`config.mk`:
```
export PLATFORM = sky130hd
export DESIGN_NAME = tct_channel
export DESIGN_NICKNAME = d
export VERILOG_FILES = /design/src/rtl/tct_pkg.sv /design/src/rtl/tct_cmp_reg.sv /design/src/rtl/tct_match_det.sv /design/src/rtl/tct_out_ctl.sv /design/src/rtl/tct_channel.sv
export SDC_FILE = /design/constraint.sdc
export NUM_CORES = 1
export LEC_CHECK = 0
export BUFFER_PORTS_ARGS = -buffer_cell sky130_fd_sc_hd__buf_2
export CORE_MARGIN = 1
export CORE_UTILIZATION = 26
export DETAILED_ROUTE_END_ITERATION = 6
export GPL_TIMING_DRIVEN = 0
export SETUP_SLACK_MARGIN = 0.1
export SLEW_MARGIN = 20
export SYNTH_ARGS = -nofsm -noshare
export SYNTH_HDL_FRONTEND = slang
export SYNTH_SLANG_ARGS = --single-unit
```
`constraint.sdc`:
```
create_clock -name clk -period 2.4 [get_ports clk]
set_clock_uncertainty 0.05 [all_clocks]
set_input_delay 0.24 -clock clk [delete_from_list [all_inputs] [get_ports clk]]
set_output_delay 0.24 -clock clk [all_outputs]
set_load 0.02 [all_outputs]
```
`src/rtl/tct_pkg.sv`:
```
package tct_pkg;

    localparam int unsigned BYTE_W_DEF = 8;
    localparam int unsigned LANES      = 2;

    typedef struct packed {
        logic tog_en;
        logic mat_en;
        logic irq_en;
    } tct_mode_t;

    typedef struct packed {
        logic fire;
        logic flip;
    } tct_evt_t;

    function automatic tct_evt_t tct_decode(input logic hit, input logic armed,
                                            input tct_mode_t mode);
        tct_evt_t e;
        e.fire = hit & armed & mode.mat_en;
        e.flip = e.fire & mode.tog_en;
        return e;
    endfunction

endpackage

```
`src/rtl/tct_cmp_reg.sv`:
```
module tct_cmp_reg #(
    parameter int unsigned BYTE_W = tct_pkg::BYTE_W_DEF,
    localparam int unsigned CNT_W = tct_pkg::LANES * BYTE_W
) (
    input  logic              clk,
    input  logic              rst,
    input  logic              wr_lo,
    input  logic              wr_hi,
    input  logic [BYTE_W-1:0] wr_data,
    output logic [CNT_W-1:0]  cmp_val,
    output logic              armed
);
    logic [tct_pkg::LANES-1:0] lane_we;
    assign lane_we = {wr_hi, wr_lo};

    for (genvar g = 0; g < tct_pkg::LANES; g++) begin : g_lane
        always_ff @(posedge clk) begin
            if (rst)
                cmp_val[g*BYTE_W +: BYTE_W] <= '0;
            else if (lane_we[g])
                cmp_val[g*BYTE_W +: BYTE_W] <= wr_data;
        end
    end

    always_ff @(posedge clk) begin
        if (rst)        armed <= 1'b0;
        else if (wr_hi) armed <= 1'b1;
        else if (wr_lo) armed <= 1'b0;
    end
endmodule

```
`src/rtl/tct_match_det.sv`:
```
module tct_match_det #(
    parameter int unsigned CNT_W = 16
) (
    input  logic             clk,
    input  logic             rst,
    input  logic [CNT_W-1:0] count,
    input  logic [CNT_W-1:0] cmp_val,
    output logic             hit
);
    logic eq_now;
    logic eq_q;

    assign eq_now = (count == cmp_val);

    always_ff @(posedge clk) begin
        if (rst) eq_q <= 1'b1;
        else     eq_q <= eq_now;
    end

    assign hit = eq_now & ~eq_q;
endmodule

```
`src/rtl/tct_out_ctl.sv`:
```
module tct_out_ctl
    import tct_pkg::*;
(
    input  logic      clk,
    input  logic      rst,
    input  logic      hit,
    input  logic      armed,
    input  logic      mode_wr,
    input  tct_mode_t mode_in,
    input  logic      flag_clr,
    output tct_mode_t mode_q,
    output logic      tog_q,
    output logic      flag_q,
    output logic      irq
);
    tct_evt_t evt;
    assign evt = tct_decode(hit, armed, mode_q);

    always_ff @(posedge clk) begin
        if (rst)          mode_q <= '0;
        else if (mode_wr) mode_q <= mode_in;
    end

    always_ff @(posedge clk) begin
        if (rst)           tog_q <= 1'b0;
        else if (evt.flip) tog_q <= ~tog_q;
    end

    always_ff @(posedge clk) begin
        if (rst)           flag_q <= 1'b0;
        else if (evt.fire) flag_q <= 1'b1;
        else if (flag_clr) flag_q <= 1'b0;
    end

    assign irq = flag_q & mode_q.irq_en;
endmodule

```
`src/rtl/tct_channel.sv`:
```
module tct_channel
    import tct_pkg::*;
#(
    parameter int unsigned BYTE_W = BYTE_W_DEF,
    localparam int unsigned CNT_W = LANES * BYTE_W
) (
    input  logic              clk,
    input  logic              rst,
    input  logic [CNT_W-1:0]  tb_count,
    input  logic              wr_lo,
    input  logic              wr_hi,
    input  logic [BYTE_W-1:0] wr_data,
    input  logic              mode_wr,
    input  logic              mode_tog,
    input  logic              mode_mat,
    input  logic              mode_ie,
    input  logic              flag_clr,
    output logic              tog_out,
    output logic              match_flag,
    output logic              irq,
    output logic              cmp_armed
);
    logic [CNT_W-1:0] cmp_val;
    logic             hit;
    tct_mode_t        mode_in;
    tct_mode_t        mode_q;

    assign mode_in = '{tog_en: mode_tog, mat_en: mode_mat, irq_en: mode_ie};

    tct_cmp_reg #(.BYTE_W(BYTE_W)) u_cmp (
        .clk(clk), .rst(rst), .wr_lo(wr_lo), .wr_hi(wr_hi),
        .wr_data(wr_data), .cmp_val(cmp_val), .armed(cmp_armed)
    );

    tct_match_det #(.CNT_W(CNT_W)) u_det (
        .clk(clk), .rst(rst), .count(tb_count), .cmp_val(cmp_val), .hit(hit)
    );

    tct_out_ctl u_out (
        .clk(clk), .rst(rst), .hit(hit), .armed(cmp_armed),
        .mode_wr(mode_wr), .mode_in(mode_in), .flag_clr(flag_clr),
        .mode_q(mode_q), .tog_q(tog_out), .flag_q(match_flag), .irq(irq)
    );
endmodule

```
==> summary.txt <==
Min path
  • Type of the worst min-delay path: primary input to flop

Clock network
  • Number of hold buffers added after CTS: 0
  • Insertion delay of the later-clocked pin in the worst-skew pair: 260 ps
  • TritonCTS clock tree: yes
  • Number of H-tree levels: 1
  • Clock slew at the register clock pins of the worst setup and hold paths: 70 ps
  • Maximum clock path buffer count: 2
  • Number of setup buffers added after CTS: 0
  • Root buffer selected by CTS: sky130_fd_sc_hd__clkbuf_8
  • Resized cells post-CTS: 0
  • Num CTS Buffers: 3
  • Number of clock sinks: 23

Power
  • Overall power: 755.5 uW
  • Leakage: 0.5788 nW
  • Power density of the placed cells: 593.7 nW/um^2
  • Maximum ir drop on the vdd rail: 0.0001825 V

Drt
  • Final antenna-violating net count: 0
  • # DRC: 0
  • Drt first pass iters: 3
  • Total routed wirelength: 2.093 mm
  • Via count: 804
  • Mean number of vias per cell: 4.323
  • Post-detailed-route wirelength per cell: 11.25 um
  • Initial detailed-routing violation count: 37

Worst setup path
  • Last element of the critical path: u_out.tog_q
  • FF-to-FF End: u_out.tog_q
  • Setup slack, reg-to-reg: 940 ps
  • Worst endpoint required time: 2500 ps
  • Worst-path fanout max: 4
  • Critical path arrival: 1570 ps
  • Worst Setup End Kind: flop
  • Type of the worst setup path: flop to flop
  • Crit start category: flop
  • Logic depth of the worst register-to-register path: 5
  • CP Launch Point: u_cmp.cmp_val[3]
  • Critical R2R Launch: u_cmp.cmp_val[3]

Timing
  • Rel. slew slack: 69.55%
  • Unrepaired setup endpoints after global routing: no
  • Post-layout minimum cycle time: 1465 ps
  • Worst-Margin Slew: 456.8 ps
  • Max Fclk: 682.7 MHz
  • Final hold viol count: 0
  • Final period util: 61.03%
  • Count of final max-slew check failures: 0
  • Final setup violation count: 0
  • Setup TNS: 0 ps

Logic synthesis
  • Flip-flop and latch count after synthesis: 23
  • Total of warnings raised by yosys: 0
  • Combined area of all synthesized cells: 997.2 um^2
  • Number of different library cells in the post-synthesis netlist: 15
  • Synth Instances: 100
  • Seq/Total Area, Yosys: 46.17%
  • Average cell area after synthesis: 9.972 um^2
  • Net count of the mapped netlist: 133

Floorplan
  • Std cell rows: 22
  • Die footprint: 4087 um^2
  • Y dimension of the die: 63.93 um
  • Initial cell density of the core: 27.24%
  • Core Region: 3661 um^2
  • I/O pin cnt: 37
  • Horiz. Die Dim: 63.93 um

Placed design
  • Buffers added on ports: 34
  • DP Area: 1227 um^2
  • GPL Wtd Cong: 0.6660

Final layout
  • Area of the multi-input gates: 511.7 um^2
  • Total inserted antenna cells: 0
  • Post-route cell area: 1272 um^2
  • # fillers: 374
  • Reg area: 460.4 um^2
  • Layout area overhead: 27.60%
  • Most frequent standard cell in the layout excluding fill and tap cells: sky130_fd_sc_hd__buf_2
  • Final layout net count: 172
  • Leading cell types in the layout, fill and taps excluded: sky130_fd_sc_hd__buf_2 (36), sky130_fd_sc_hd__dfxtp_1 (23), sky130_fd_sc_hd__nor2_1 (22)
  • Ratio of cells with drive above 1 in the final layout: 30.43%

GRT
  • Total overflow reported by the global router: 0
  • First-pass GRT wire length: 3.546 mm
  • GRT Resource Usage Total: 11.27%
  • Largest net degree at the start of global routing: 13
  • Initial antenna violation count: 0
  • Vias in the first global route: 836

Outcome
  • Run status: complete, no violations

Flow run
  • Number of maximum-capacitance constraint violations: 0
==> worst min path at each step <==
stage                     startpoint         endpoint  slack, ps  cells past startpoint
after floorplan                  rst      u_out.tog_q        260                      1
after global placement           rst      u_out.tog_q        400                      2
after detailed placement         rst      u_out.tog_q        420                      2
after CTS                        rst      u_out.tog_q        140                      2
after global routing             rst  u_out.mode_q[0]        160                      2
final                            rst      u_out.tog_q        140                      2
==> worst max-delay path, cell delays in order, from the launching register on <==
cell and delay [ps]:
sky130_fd_sc_hd__dfxtp_1 360, sky130_fd_sc_hd__xnor2_1 120, sky130_fd_sc_hd__nand4_1 190, sky130_fd_sc_hd__nor4_4 380
sky130_fd_sc_hd__a31o_2 200, sky130_fd_sc_hd__a21oi_1 50
==> layout make-up <==
| class | instances | share of cell area, % |
|---|---|---|
| multi-input cells | 71 | 40.22 |
| flip-flops and latches | 23 | 36.18 |
| repair buffers | 34 | 13.37 |
| well taps | 48 | 4.720 |
| clock buffers | 4 | 3.540 |
| plain buffers | 4 | 1.377 |
| inverters | 2 | 0.5900 |
==> metal layers <==
layer	global-route usage [%]	up-vias	part of all wire (%)
li1	-	406	-
met1	12.88	372	45
met2	19.81	24	49
met3	2.679	2	4.9
met4	4.830	0	0.81
met5	0	-	0
==> state kept, by name, indices dropped and copies added, names as in the netlist <==
register and count:
u_cmp.cmp_val 16, u_out.mode_q 3, u_cmp.armed 1, u_det.eq_q 1, u_out.flag_q 1, u_out.tog_q 1
==> synthesized netlist by cell type <==
| master | count | area share (%) |
|---|---|---|
| sky130_fd_sc_hd__and2_1 | 1 | 0.63 |
| sky130_fd_sc_hd__nor2b_1 | 1 | 0.63 |
| sky130_fd_sc_hd__a21oi_1 | 3 | 1.5 |
| sky130_fd_sc_hd__nor2_1 | 22 | 8.3 |
| sky130_fd_sc_hd__a31o_2 | 1 | 0.88 |
| sky130_fd_sc_hd__inv_1 | 2 | 0.75 |
| sky130_fd_sc_hd__nand2_1 | 1 | 0.38 |
| sky130_fd_sc_hd__buf_2 | 2 | 1.0 |
| sky130_fd_sc_hd__clkbuf_1 | 2 | 0.75 |
| sky130_fd_sc_hd__nor4_4 | 1 | 2.1 |
| sky130_fd_sc_hd__nand4_1 | 5 | 3.1 |
| sky130_fd_sc_hd__dfxtp_1 | 23 | 46 |
| sky130_fd_sc_hd__or2_2 | 1 | 0.63 |
| sky130_fd_sc_hd__mux2i_1 | 19 | 19 |
| sky130_fd_sc_hd__xnor2_1 | 16 | 14 |
==> power by group <==
part	internal [mW]	leakage, nW	switching, mW
clock network	0.118	0.0228	0.111
registers	0.402	0.190	0.0136
logic	0.0595	0.366	0.0507
total	0.580	0.579	0.175
==> logic make-up after synthesis <==
| kind of cell | after synthesis | synth area share (%) |
|---|---|---|
| muxes | 19 | 19.07 |
| buffers and inverters | 6 | 2.510 |
| DFF | 23 | 46.17 |
| AOI/OAI and AO/OA | 4 | 2.384 |
| and+or+nand+nor | 32 | 15.81 |
| xor gates and xnor gates | 16 | 14.05 |
==> stage by stage <==
stage	setup slack (ps)	util [%]	cells	hold slack, ps
6_report	935.3	34.76	186	141.6
5_1_grt	820.6	34.76	186	164.9
4_1_cts	917.9	34.76	186	144.6
3_5_place_dp	907.7	33.53	182	420.9
3_3_place_gp	970.1	33.53	182	404.8
2_1_floorplan	1090	-	100	259.1
(Power assumes the default switching activity.)
